==> src/rtl/m2m_dma_pkg.sv <==
package m2m_dma_pkg;
  localparam int unsigned DW = 32;

  typedef enum logic [1:0] {
    XK_COPY = 2'd0,
    XK_TX   = 2'd1,
    XK_RX   = 2'd2,
    XK_RSVD = 2'd3
  } xfer_kind_e;

  typedef struct packed {
    logic [6:0] wait_cnt;
    logic       no_pace;
    logic [1:0] req_sel;
    logic [6:0] rsvd_hi;
    xfer_kind_e kind;
    logic       hold_src;
    logic       hold_dst;
    logic [1:0] width;
    logic [3:0] rsvd_mid;
    logic       start;
    logic       en;
    logic       done_ie;
    logic [1:0] rsvd_lo;
  } ctrl_t;

  localparam logic [5:0] OFS_CTRL = 6'h00;
  localparam logic [5:0] OFS_IRQ  = 6'h04;
  localparam logic [5:0] OFS_CNT0 = 6'h10;
  localparam logic [5:0] OFS_CNT1 = 6'h14;
  localparam logic [5:0] OFS_SRC0 = 6'h18;
  localparam logic [5:0] OFS_SRC1 = 6'h1C;
  localparam logic [5:0] OFS_DST0 = 6'h2C;
  localparam logic [5:0] OFS_DST1 = 6'h30;

  function automatic logic [2:0] width_bytes(logic [1:0] w);
    case (w)
      2'd0:    return 3'd1;
      2'd1:    return 3'd2;
      default: return 3'd4;
    endcase
  endfunction
endpackage

==> src/rtl/m2m_dma_slot.sv <==
module m2m_dma_slot #(
  parameter int unsigned AW    = 32,
  parameter int unsigned CNT_W = 16
) (
  input  logic             clk_i,
  input  logic             rst_ni,
  input  logic             wr_cnt_i,
  input  logic             wr_src_i,
  input  logic             wr_dst_i,
  input  logic [CNT_W-1:0] cnt_wdata_i,
  input  logic [AW-1:0]    addr_wdata_i,
  input  logic             adv_i,
  input  logic [2:0]       step_i,
  input  logic             hold_src_i,
  input  logic             hold_dst_i,
  output logic [CNT_W-1:0] cnt_o,
  output logic [AW-1:0]    src_o,
  output logic [AW-1:0]    dst_o
);
  always_ff @(posedge clk_i or negedge rst_ni) begin
    if (!rst_ni) begin
      cnt_o <= '0;
      src_o <= '0;
      dst_o <= '0;
    end else if (adv_i) begin
      cnt_o <= cnt_o - CNT_W'(step_i);
      if (!hold_src_i) src_o <= src_o + AW'(step_i);
      if (!hold_dst_i) dst_o <= dst_o + AW'(step_i);
    end else begin
      if (wr_cnt_i) cnt_o <= cnt_wdata_i;
      if (wr_src_i) src_o <= addr_wdata_i;
      if (wr_dst_i) dst_o <= addr_wdata_i;
    end
  end
endmodule

==> src/rtl/m2m_dma_ctrl.sv <==
module m2m_dma_ctrl
  import m2m_dma_pkg::*;
(
  input  logic          clk_i,
  input  logic          rst_ni,
  input  logic          we_i,
  input  logic [5:0]    addr_i,
  input  logic [DW-1:0] wdata_i,
  input  logic          busy_i,
  input  logic          done_set_i,
  output ctrl_t         cfg_o,
  output logic          start_o,
  output logic          done_o,
  output logic          irq_o
);
  ctrl_t wr_cfg;
  logic  wr_ctrl, wr_irq, kick;

  assign wr_cfg  = ctrl_t'(wdata_i);
  assign wr_ctrl = we_i && (addr_i == OFS_CTRL);
  assign wr_irq  = we_i && (addr_i == OFS_IRQ);

  // copy kind needs the start bit; peripheral kinds start on enable rising
  always_comb begin
    kick = 1'b0;
    if (wr_ctrl && wr_cfg.en && !busy_i) begin
      case (wr_cfg.kind)
        XK_COPY:      kick = wr_cfg.start;
        XK_TX, XK_RX: kick = !cfg_o.en;
        default:      kick = 1'b0;
      endcase
    end
  end
  assign start_o = kick;

  always_ff @(posedge clk_i or negedge rst_ni) begin
    if (!rst_ni) begin
      cfg_o  <= '0;
      done_o <= 1'b0;
    end else begin
      if (wr_ctrl) begin
        cfg_o       <= wr_cfg;
        cfg_o.start <= 1'b0;
      end
      if (done_set_i)                done_o <= 1'b1;
      else if (wr_irq && !wdata_i[1]) done_o <= 1'b0;
    end
  end

  assign irq_o = done_o && cfg_o.done_ie;
endmodule

==> src/rtl/m2m_dma_engine.sv <==
module m2m_dma_engine
  import m2m_dma_pkg::*;
#(
  parameter int unsigned AW    = 32,
  parameter int unsigned CNT_W = 16
) (
  input  logic                  clk_i,
  input  logic                  rst_ni,
  input  logic                  start_i,
  input  logic                  en_i,
  input  xfer_kind_e            kind_i,
  input  logic [1:0]            width_i,
  input  logic [1:0]            req_sel_i,
  input  logic                  no_pace_i,
  input  logic [6:0]            wait_i,
  input  logic [2:0]            periph_req_i,
  input  logic [1:0][CNT_W-1:0] cnt_i,
  input  logic [1:0][AW-1:0]    src_i,
  input  logic [1:0][AW-1:0]    dst_i,
  input  logic [DW-1:0]         rd_data_i,
  output logic [1:0]            adv_o,
  output logic [2:0]            step_o,
  output logic                  busy_o,
  output logic                  done_o,
  output logic                  mem_rd_o,
  output logic [AW-1:0]         mem_rd_addr_o,
  output logic                  mem_wr_o,
  output logic [AW-1:0]         mem_wr_addr_o,
  output logic [DW-1:0]         mem_wr_data_o,
  output logic [2:0]            mem_wr_bytes_o
);
  typedef enum logic [1:0] {ST_IDLE, ST_RUN, ST_WAIT} st_e;

  st_e        st_q;
  logic       cur_q;
  logic [6:0] wcnt_q;

  logic [CNT_W-1:0] cnt_cur;
  logic [2:0]       wb;
  logic             periph, req_ok, pace_ok, empty, beat;

  assign cnt_cur = cnt_i[cur_q];
  assign wb      = width_bytes(width_i);
  assign periph  = (kind_i == XK_TX) || (kind_i == XK_RX);
  assign empty   = (cnt_cur == '0);

  always_comb begin
    case (req_sel_i)
      2'd1:    req_ok = periph_req_i[0];
      2'd2:    req_ok = periph_req_i[1];
      2'd3:    req_ok = periph_req_i[2];
      default: req_ok = 1'b0;
    endcase
  end

  assign pace_ok = !periph || no_pace_i || req_ok;
  assign beat    = (st_q == ST_RUN) && en_i && !empty && pace_ok;
  assign step_o  = (cnt_cur < CNT_W'(wb)) ? cnt_cur[2:0] : wb;
  assign done_o  = (st_q == ST_RUN) && en_i && empty && cur_q;

  always_comb begin
    adv_o        = '0;
    adv_o[cur_q] = beat;
  end

  always_ff @(posedge clk_i or negedge rst_ni) begin
    if (!rst_ni) begin
      st_q   <= ST_IDLE;
      cur_q  <= 1'b0;
      wcnt_q <= '0;
    end else begin
      case (st_q)
        ST_IDLE: if (start_i) begin
          st_q  <= ST_RUN;
          cur_q <= 1'b0;
        end
        ST_RUN: begin
          if (!en_i) st_q <= ST_IDLE;
          else if (empty) begin
            if (!cur_q) cur_q <= 1'b1;
            else        st_q  <= ST_IDLE;
          end else if (beat && periph && (wait_i != '0)) begin
            st_q   <= ST_WAIT;
            wcnt_q <= wait_i;
          end
        end
        ST_WAIT: begin
          if (!en_i)              st_q   <= ST_IDLE;
          else if (wcnt_q == 7'd1) st_q   <= ST_RUN;
          else                    wcnt_q <= wcnt_q - 7'd1;
        end
        default: st_q <= ST_IDLE;
      endcase
    end
  end

  assign busy_o         = (st_q != ST_IDLE);
  assign mem_rd_o       = beat;
  assign mem_wr_o       = beat;
  assign mem_rd_addr_o  = src_i[cur_q];
  assign mem_wr_addr_o  = dst_i[cur_q];
  assign mem_wr_data_o  = rd_data_i;
  assign mem_wr_bytes_o = beat ? step_o : 3'd0;
endmodule

==> src/rtl/m2m_dma_chan.sv <==
module m2m_dma_chan
  import m2m_dma_pkg::*;
#(
  parameter int unsigned AW    = 32,
  parameter int unsigned CNT_W = 16
) (
  input  logic          clk_i,
  input  logic          rst_ni,
  input  logic          reg_we_i,
  input  logic [5:0]    reg_addr_i,
  input  logic [31:0]   reg_wdata_i,
  output logic [31:0]   reg_rdata_o,
  input  logic [2:0]    periph_req_i,
  output logic          mem_rd_o,
  output logic [AW-1:0] mem_rd_addr_o,
  input  logic [31:0]   mem_rd_data_i,
  output logic          mem_wr_o,
  output logic [AW-1:0] mem_wr_addr_o,
  output logic [31:0]   mem_wr_data_o,
  output logic [2:0]    mem_wr_bytes_o,
  output logic          busy_o,
  output logic          irq_o
);
  localparam int unsigned NSLOT = 2;

  ctrl_t                     cfg;
  logic                      start, done_flag, done_set;
  logic [NSLOT-1:0]          adv;
  logic [2:0]                step;
  logic [NSLOT-1:0][CNT_W-1:0] cnt;
  logic [NSLOT-1:0][AW-1:0]    src, dst;

  m2m_dma_ctrl u_ctrl (
    .clk_i      (clk_i),
    .rst_ni     (rst_ni),
    .we_i       (reg_we_i),
    .addr_i     (reg_addr_i),
    .wdata_i    (reg_wdata_i),
    .busy_i     (busy_o),
    .done_set_i (done_set),
    .cfg_o      (cfg),
    .start_o    (start),
    .done_o     (done_flag),
    .irq_o      (irq_o)
  );

  for (genvar s = 0; s < NSLOT; s++) begin : g_slot
    localparam logic [5:0] OC = (s == 0) ? OFS_CNT0 : OFS_CNT1;
    localparam logic [5:0] OS = (s == 0) ? OFS_SRC0 : OFS_SRC1;
    localparam logic [5:0] OD = (s == 0) ? OFS_DST0 : OFS_DST1;
    m2m_dma_slot #(.AW(AW), .CNT_W(CNT_W)) u_slot (
      .clk_i        (clk_i),
      .rst_ni       (rst_ni),
      .wr_cnt_i     (reg_we_i && reg_addr_i == OC),
      .wr_src_i     (reg_we_i && reg_addr_i == OS),
      .wr_dst_i     (reg_we_i && reg_addr_i == OD),
      .cnt_wdata_i  (reg_wdata_i[CNT_W-1:0]),
      .addr_wdata_i (reg_wdata_i[AW-1:0]),
      .adv_i        (adv[s]),
      .step_i       (step),
      .hold_src_i   (cfg.hold_src),
      .hold_dst_i   (cfg.hold_dst),
      .cnt_o        (cnt[s]),
      .src_o        (src[s]),
      .dst_o        (dst[s])
    );
  end

  m2m_dma_engine #(.AW(AW), .CNT_W(CNT_W)) u_eng (
    .clk_i          (clk_i),
    .rst_ni         (rst_ni),
    .start_i        (start),
    .en_i           (cfg.en),
    .kind_i         (cfg.kind),
    .width_i        (cfg.width),
    .req_sel_i      (cfg.req_sel),
    .no_pace_i      (cfg.no_pace),
    .wait_i         (cfg.wait_cnt),
    .periph_req_i   (periph_req_i),
    .cnt_i          (cnt),
    .src_i          (src),
    .dst_i          (dst),
    .rd_data_i      (mem_rd_data_i),
    .adv_o          (adv),
    .step_o         (step),
    .busy_o         (busy_o),
    .done_o         (done_set),
    .mem_rd_o       (mem_rd_o),
    .mem_rd_addr_o  (mem_rd_addr_o),
    .mem_wr_o       (mem_wr_o),
    .mem_wr_addr_o  (mem_wr_addr_o),
    .mem_wr_data_o  (mem_wr_data_o),
    .mem_wr_bytes_o (mem_wr_bytes_o)
  );

  always_comb begin
    case (reg_addr_i)
      OFS_CTRL: reg_rdata_o = cfg;
      OFS_IRQ:  reg_rdata_o = {30'd0, done_flag, 1'b0};
      OFS_CNT0: reg_rdata_o = 32'(cnt[0]);
      OFS_CNT1: reg_rdata_o = 32'(cnt[1]);
      OFS_SRC0: reg_rdata_o = 32'(src[0]);
      OFS_SRC1: reg_rdata_o = 32'(src[1]);
      OFS_DST0: reg_rdata_o = 32'(dst[0]);
      OFS_DST1: reg_rdata_o = 32'(dst[1]);
      default:  reg_rdata_o = 32'd0;
    endcase
  end
endmodule

==> config.mk <==
export PLATFORM = sky130hd
export DESIGN_NAME = m2m_dma_chan
export DESIGN_NICKNAME = d
export VERILOG_FILES = /design/src/rtl/m2m_dma_pkg.sv /design/src/rtl/m2m_dma_slot.sv /design/src/rtl/m2m_dma_ctrl.sv /design/src/rtl/m2m_dma_engine.sv /design/src/rtl/m2m_dma_chan.sv
export SDC_FILE = /design/constraint.sdc
export NUM_CORES = 1
export LEC_CHECK = 0
export BUFFER_PORTS_ARGS = -buffer_cell sky130_fd_sc_hd__buf_2
export CORE_ASPECT_RATIO = 1.1
export CORE_MARGIN = 5
export CORE_UTILIZATION = 55
export DETAILED_ROUTE_END_ITERATION = 8
export PLACE_DENSITY = 0.8
export SLEW_MARGIN = 20
export SYNTH_ARGS = -nofsm -noshare
export SYNTH_HDL_FRONTEND = slang
export SYNTH_SLANG_ARGS = --single-unit
==> constraint.sdc <==
create_clock -name clk_i -period 10.6 [get_ports clk_i]
set_input_delay 0.53 -clock clk_i [delete_from_list [all_inputs] [get_ports clk_i]]
set_output_delay 0.53 -clock clk_i [all_outputs]
set_load 0.01 [all_outputs]
==> results of run 1 <==
registers in the layout (all words and copies together) (netlist names):
| register | cells |
|---|---|
| u_ctrl.done_o | 1 |
| g_slot.u_slot.src_o | 64 |
| g_slot.u_slot.cnt_o | 32 |
| u_eng.wcnt_q | 7 |
| u_eng.st_q | 2 |
| u_eng.cur_q | 1 |
| g_slot.u_slot.dst_o | 64 |
| u_ctrl.cfg_o | 31 |
routing by layer:
| layer | wire length [um] | share of wire [%] | vias to the layer above |
|---|---|---|---|
| met3 | 7150 | 14 | 227 |
| met1 | 18700 | 37 | 6875 |
| met2 | 22800 | 45 | 1077 |
| met4 | 2590 | 5.0 | 0 |
| li1 | - | - | 6181 |
| met5 | 0 | 0 | - |
per-stage QoR:
step                hold slack (ns)  cells  instance area (um^2)
CTS                          0.0344   1986                 15300
global placement              0.487   1947                 14600
detailed placement            0.496   1947                 14600
global route                 0.0678   1986                 15300
floorplan                     0.234   1597                 14000
finish                       0.0221   1986                 15300
power by group through the flow:
stage	clock network, mW	registers (mW)	logic, mW
floorplan	0	1.02	0.412
global route	0.836	1.13	0.632
detailed placement	0	1.11	0.569
global placement	0	1.10	0.554
CTS	0.804	1.10	0.571
finish	0.805	1.11	0.580
final cells by class:
cell class | count | area, um^2
Fill cell | 2161 | 9860
Multi-Input combinational cell | 1221 | 8090
Sequential cell | 202 | 5060
Timing Repair Buffer | 166 | 893
Clock buffer | 32 | 639
Tap cell | 315 | 394
Inverter | 43 | 161
Clock inverter | 7 | 90.1
how the worst max path moves through the flow:
stage	endpoint	slack, ns
2_1_floorplan	g_slot[0].u_slot.src_o[31]	5.91
6_report	g_slot[0].u_slot.src_o[30]	4.51
4_1_cts	g_slot[0].u_slot.src_o[28]	4.61
5_1_grt	g_slot[0].u_slot.src_o[28]	4.23
3_5_place_dp	g_slot[0].u_slot.src_o[28]	4.66
3_3_place_gp	g_slot[0].u_slot.src_o[30]	4.86
cell usage in the layout, fill, tap and decap left out, types with 7 or more instances in the layout:
cell	instances
a31oi_1	12
nand2b_1	14
nor3_1	53
nor2b_1	10
o211ai_1	34
a311oi_1	24
inv_1	43
o21ai_0	73
nand3_1	87
nand4_1	23
mux2i_1	8
clkbuf_16	23
a211oi_1	59
and2_1	21
a222oi_1	33
nand2_1	163
buf_4	19
o21ai_1	7
a22oi_1	49
buf_2	145
and4_1	14
and3_1	42
a21oi_1	75
mux2_2	90
or2_2	7
dfrtp_1	201
a221o_1	16
ha_1	24
nor2_1	134
or3_1	10
nor4_1	19
cells by family after synthesis:
kind of cell	share of synthesized area, %
buffers and inverters	6.43
multiplexers	7.89
AO/OA/AOI/OAI	23.4
XOR/XNOR	0.313
AND/OR/NAND/NOR	22.9
flip-flops	36.1
adder cells (fa/ha/maj)	3.00
==> results.md, run 1 <==
- Outcome: finished clean
- Startpoint class of the critical path: flop
- Clock network fraction of design power: between 30% and 40%
- Combinational group share of total power: a little under a quarter
- Post-CTS resize count: 0
- Crit end category: flop
- Synth warnings: 0
- Internal power: roughly 1.6 mW
- Hold_buf cts: 0
- Die area: 28800 um^2
- Pre-antenna DRT Iters: 9
- Register bit total from synthesis: 202
- Unrepaired setup endpoints after global routing: no
- Total CTS buffers: 23
- GRT overflow: 0
- Clk buf depth: 3
- Crit path DAT: roughly 6.5 ns
- Post-synth EDFFs: 0
- MaxCap Viol Count: 0
- Critical-path top delay cell: a2111oi_0
- Post-Route WL: between 50000 and 60000 um
- Share of layout cells above drive strength 1: 19.9%
- Clock net sink count: 202
- Core Area: 25200 um^2
- Peak VDD IR: 0.000153 V
- Top post-synthesis cells by count: 202 x dfrtp_1, 163 x nand2_1, 136 x nor2_1, 90 x mux2_2, 87 x nand3_1
- Drt drc: 0
- Final setup fails: 0
- Worst-Skew Late Latency: 0.53 ns
- GRT met2 Usage: 52.9%
- Vias per cell: 7.23
- HPWL Detailed: between 30000 and 40000 um
- I/O pins: 211
- Die width: 162 um
- Min Tclk post-route: 6.09 ns
- Cell taking the most area after synthesis: dfrtp_1
- Worst path depth: 16
- Global-route usage over all layers: 34.6%
- Yosys cell types: 91
- Nets: 1763
- Clk root buf: clkbuf_16
- GRT Max-Usage Layer: met2
- GR Layer Usage met1: 46.9%
- Post-synthesis cell count: roughly 1.6k
- P_sw: 0.879 mW
- Post CTS Setup Buffer Count: 0
- Total power: between 2 and 2.5 mW
- Critical path class: flop to flop
- GR Util met3: about 8.7%
- CP cell instances: buf_4 > inv_1 > nor4_4 > o21ai_1 > nor3_1 > mux2_2 > ha_1 > inv_1 > fa_1 > nand2b_1 > a21oi_1 > nand4_1 > a2111oi_0 > nand3_1 > nand3_1 > o211ai_1
- Reg clk slew, reported paths: approximately 0.060 ns
- Initial antenna violation count: 0
- Flop pwr share: 44.6%
- CTS tree: yes
- Final WS setup: 4.51 ns
- Via count: around 14k
- Area fraction of the dominant cell type after synthesis: 36.1%
- R2r startpoint: u_eng.cur_q
- Starting Density: 55.6%
- Detail Route Antenna Nets: 0
- Gpl congestion: 0.992
- Total Neg Setup Slack: 0 ns
- Crit path max-delay family: simple AND/OR/NAND/NOR gates
- Clock Skew: 0.0137 ns
- Crit path launch: u_eng.cur_q
- Worst R2R Setup Slack: roughly 4.5 ns
- Worst Hold Class: primary input to asynchronous set/reset pin
- Port bufs: ~150
- Fmax: 164 MHz
- Slew margin rel.: 25.1%
- Most instantiated library cell after synthesis: dfrtp_1
- Largest net degree at the start of global routing: between 70 and 80
- Crit path largest cell delay: between 0.9 and 1 ns
- Final hold violations: 0
- R2R depth: 16
- Syn_area_per_cell: 8.77 um^2
- Final core occ: 60.9%
- Final Max Slew Viols: 0
- Max FO, Critical Path: between 50 and 60
- Tcrit/Tclk final: 57.5%
- Pin slew with the least headroom to its limit: 1.12 ns
- Leakage: 6.60 nW
- Top cells by area, synth: dfrtp_1 36%, mux2_2 7.2%, nand2_1 4.4%
- Synthesis-to-layout area growth: 9.41%
- Asr flop ratio synth: between 90% and 100%
- Antenna diodes: 0
- Die H: 177 um
- H-Tree Level Count: 1
- Dpl ws: 4.66 ns
- Synth Flop Type: dfrtp_1
- Post-Syn Nets: 1703
- Vias in the first global route: 13.7k
- Sw Share: 35.2%
- CP required: between 10 and 15 ns
- Netlist Area Pre-Place: 14000 um^2
- Rows: 61
- Sequential share of the synthesized area: 36.1%
- First-iteration detailed-routing DRC count: 2174
- Worst flop-to-flop path endpoint: g_slot[0].u_slot.src_o[30]
- First-pass GRT wire length: 78900 um
- Number of buffers and inverters on the critical path: 3
- Wire length per cell: 25.8 um
- Power per Cell Area: about 160 nW/um^2
(Power assumes the default switching activity.)
==> run 2: changes to the inputs <==
Clock period 10.6 ns to 5.9 ns, I/O delays scaled along.
==> results.md, run 2 (synthesis gave the netlist of run 1 again) <==
- Unrepaired setup endpoints after global routing: no
- Final Max Slew Viols: 0 (unchanged)
- CP cell instances: nor4_1 > a32o_1 > o21ai_1 > nor3_1 > mux2i_1 > inv_1 > ha_1 > nand3_1 > a21oi_1 > nand4_1 > a2111oi_2 > nand2_1 > nand3_1 > o211ai_1
- Peak VDD IR: 0.000229 V (+49%)
- Final setup fails: 0 (unchanged)
- MaxCap Viol Count: 0 (unchanged)
- Global-route usage over all layers: 35.7% (+1.1 points)
- Total CTS buffers: 23 (unchanged)
- Max FO, Critical Path: 8 (-85%)
- Synthesis-to-layout area growth: 10.1%
- Post-Route WL: 52600 um (+2.6%)
- Gpl congestion: 0.970 (-2.2%)
- Largest registers in the final layout: g_slot.u_slot.dst_o (64), g_slot.u_slot.src_o (64), g_slot.u_slot.cnt_o (32)
- H-Tree Level Count: 1 (unchanged)
- Clock net sink count: 202 (unchanged)
- Pin slew with the least headroom to its limit: 1.09 ns (-0.0376 ns)
- Core Area: 25200 um^2 (unchanged)
- Initial antenna violation count: 0 (unchanged)
- Vias per cell: 7.26 (+0.39%)
- Final hold violations: 0 (unchanged)
- Multi-input gate area: 8100 um^2 (about the same)
- Commonest non-fill, non-tap cells in the layout: 201 x dfrtp_1, 163 x nand2_1, 145 x buf_2, 134 x nor2_1, 90 x mux2_2
- Worst Hold Class: primary input to flop
- GRT Max-Usage Layer: met2
- GR Layer Usage met1: 47.6% (+0.65 points)
- Drt drc: 33 (+33)
- Worst-Skew Late Latency: 0.54 ns (about the same)
- CP required: 6.30 ns (-4.70 ns)
- Total Neg Setup Slack: 0 ns (unchanged)
- Via count: 14.5k (+0.75%)
- Starting Density: 55.6% (unchanged)
- Clock Skew: 0.0260 ns (+0.0123 ns)
- Die width: 162 um (unchanged)
- GRT overflow: 0 (unchanged)
- Failing checks: DRC
- Clk root buf: clkbuf_16
- Critical-path top delay cell: a2111oi_2
- Storage element area: 5060 um^2 (unchanged)
- Crit path DAT: 5.92 ns (-0.57 ns)
- Crit end category: flop
- Nets: 1769 (+0.34%)
- Outcome: complete, but fails checks
- Port bufs: 146 (unchanged)
- Fmax: 181 MHz (+10%)
- Startpoint class of the critical path: flop
- Reg clk slew, reported paths: 0.07 ns (about the same)
- I/O pins: 211 (unchanged)
- Share of layout cells above drive strength 1: 20.4% (+0.45 points)
- Leakage: 6.64 nW (+0.61%)
- First-pass GRT wire length: 81400 um (+3.1%)
- Power per Cell Area: 297 nW/um^2 (+82%)
- Detail Route Antenna Nets: 0 (unchanged)
- Critical path class: flop to flop
- GR Util met3: 9.06% (+0.39 points)
- Die area: 28800 um^2 (unchanged)
- Wire length per cell: 26.4 um (+2.2%)
- Clk buf depth: 3 (unchanged)
- Tcrit/Tclk final: 93.5% (+36 points)
- Vias in the first global route: 14.1k (+3.1%)
- Min Tclk post-route: 5.52 ns (-0.579 ns)
- Rows: 61 (unchanged)
- Crit path largest cell delay: 0.90 ns (-0.08 ns)
- Pre-antenna DRT Iters: 9 (unchanged)
- HPWL Detailed: 37200 um (+0.88%)
- First-iteration detailed-routing DRC count: 2102 (-3.3%)
- FILL cells: 2166 (+0.23%)
- CTS tree: yes
- Most frequent CP cell: nand3_1
- Die H: 177 um (unchanged)
- GRT met2 Usage: 55.1% (+2.1 points)
- Slew margin rel.: 27.6% (+2.5 points)
- Largest net degree at the start of global routing: 99 (+27%)
- Total power: 4.58 mW (+83%)
- Post CTS Setup Buffer Count: 0 (unchanged)
- Antenna diodes: 0 (unchanged)
- Post-CTS resize count: 0 (unchanged)
- Commonest non-fill, non-tap cell in the layout: dfrtp_1
run 2: final timing paths:
check                                           from                    endpoint  slack, ns  depth (start not counted)
min                                  reg_wdata_i[28]  g_slot[0].u_slot.dst_o[28]       0.09                          3
max                        g_slot[0].u_slot.cnt_o[4]  g_slot[0].u_slot.src_o[23]       0.38                         14
min in group asynchronous                     rst_ni   g_slot[0].u_slot.cnt_o[5]       0.39                          2
min reg2reg                         u_ctrl.cfg_o[21]            u_ctrl.cfg_o[21]       0.51                          1
max in group asynchronous                     rst_ni  g_slot[0].u_slot.dst_o[23]       4.06                          3
max reg2reg                g_slot[0].u_slot.cnt_o[4]  g_slot[0].u_slot.src_o[23]       0.38                         14
run 2: where the power goes:
part	total, mW	internal [mW]	switching [mW]
Clock	1.52	0.888	0.637
Combinational	1.05	0.468	0.583
Sequential	2.01	1.61	0.398
Total	4.58	2.96	1.62
run 2: layout make-up:
cell class / count / area share (%)
Clock buffer: 30 / 4.10
Clock inverter: 10 / 0.925
Inverter: 43 / 1.05
Multi-Input combinational cell: 1221 / 52.5
Sequential cell: 202 / 32.8
Tap cell: 315 / 2.56
Timing Repair Buffer: 172 / 6.08
run 2: through the flow:
step	cell area [um^2]	hold WS (ns)	util [%]	cells	worst slack (ns)
finish	15400	0.0858	61.2	1993	0.384
global route	15400	0.111	61.2	1993	0.119
CTS	15400	0.0844	61.2	1993	0.635
detailed placement	14600	0.445	58.1	1952	0.610
global placement	14600	0.449	58.1	1952	0.902
floorplan	14000	-0.000591	-	1597	1.21
run 2: critical path: cells and delay by family, from the launching register on:
kind                       cells  cell delay [ns]
AOI/OAI and AO/OA              5             1.75
adders and majority gates      1             0.39
buffers and inverters          1             0.20
DFF                            1             0.48
muxes                          1             0.49
and+or+nand+nor                6             2.08
run 2: per-layer routing:
layer | vias up | routed length, um
met2 | 1128 | 23400
li1 | 6190 | -
met3 | 225 | 7180
met4 | 0 | 2570
met5 | - | 0
met1 | 6924 | 19500
run 2: timing repair:
| item | CTS | global route |
|---|---|---|
| endpoints found under the setup margin | 0 | 0 |
| hold buffers | 1 | 0 |
| hold endpoints to repair | 96 | 0 |
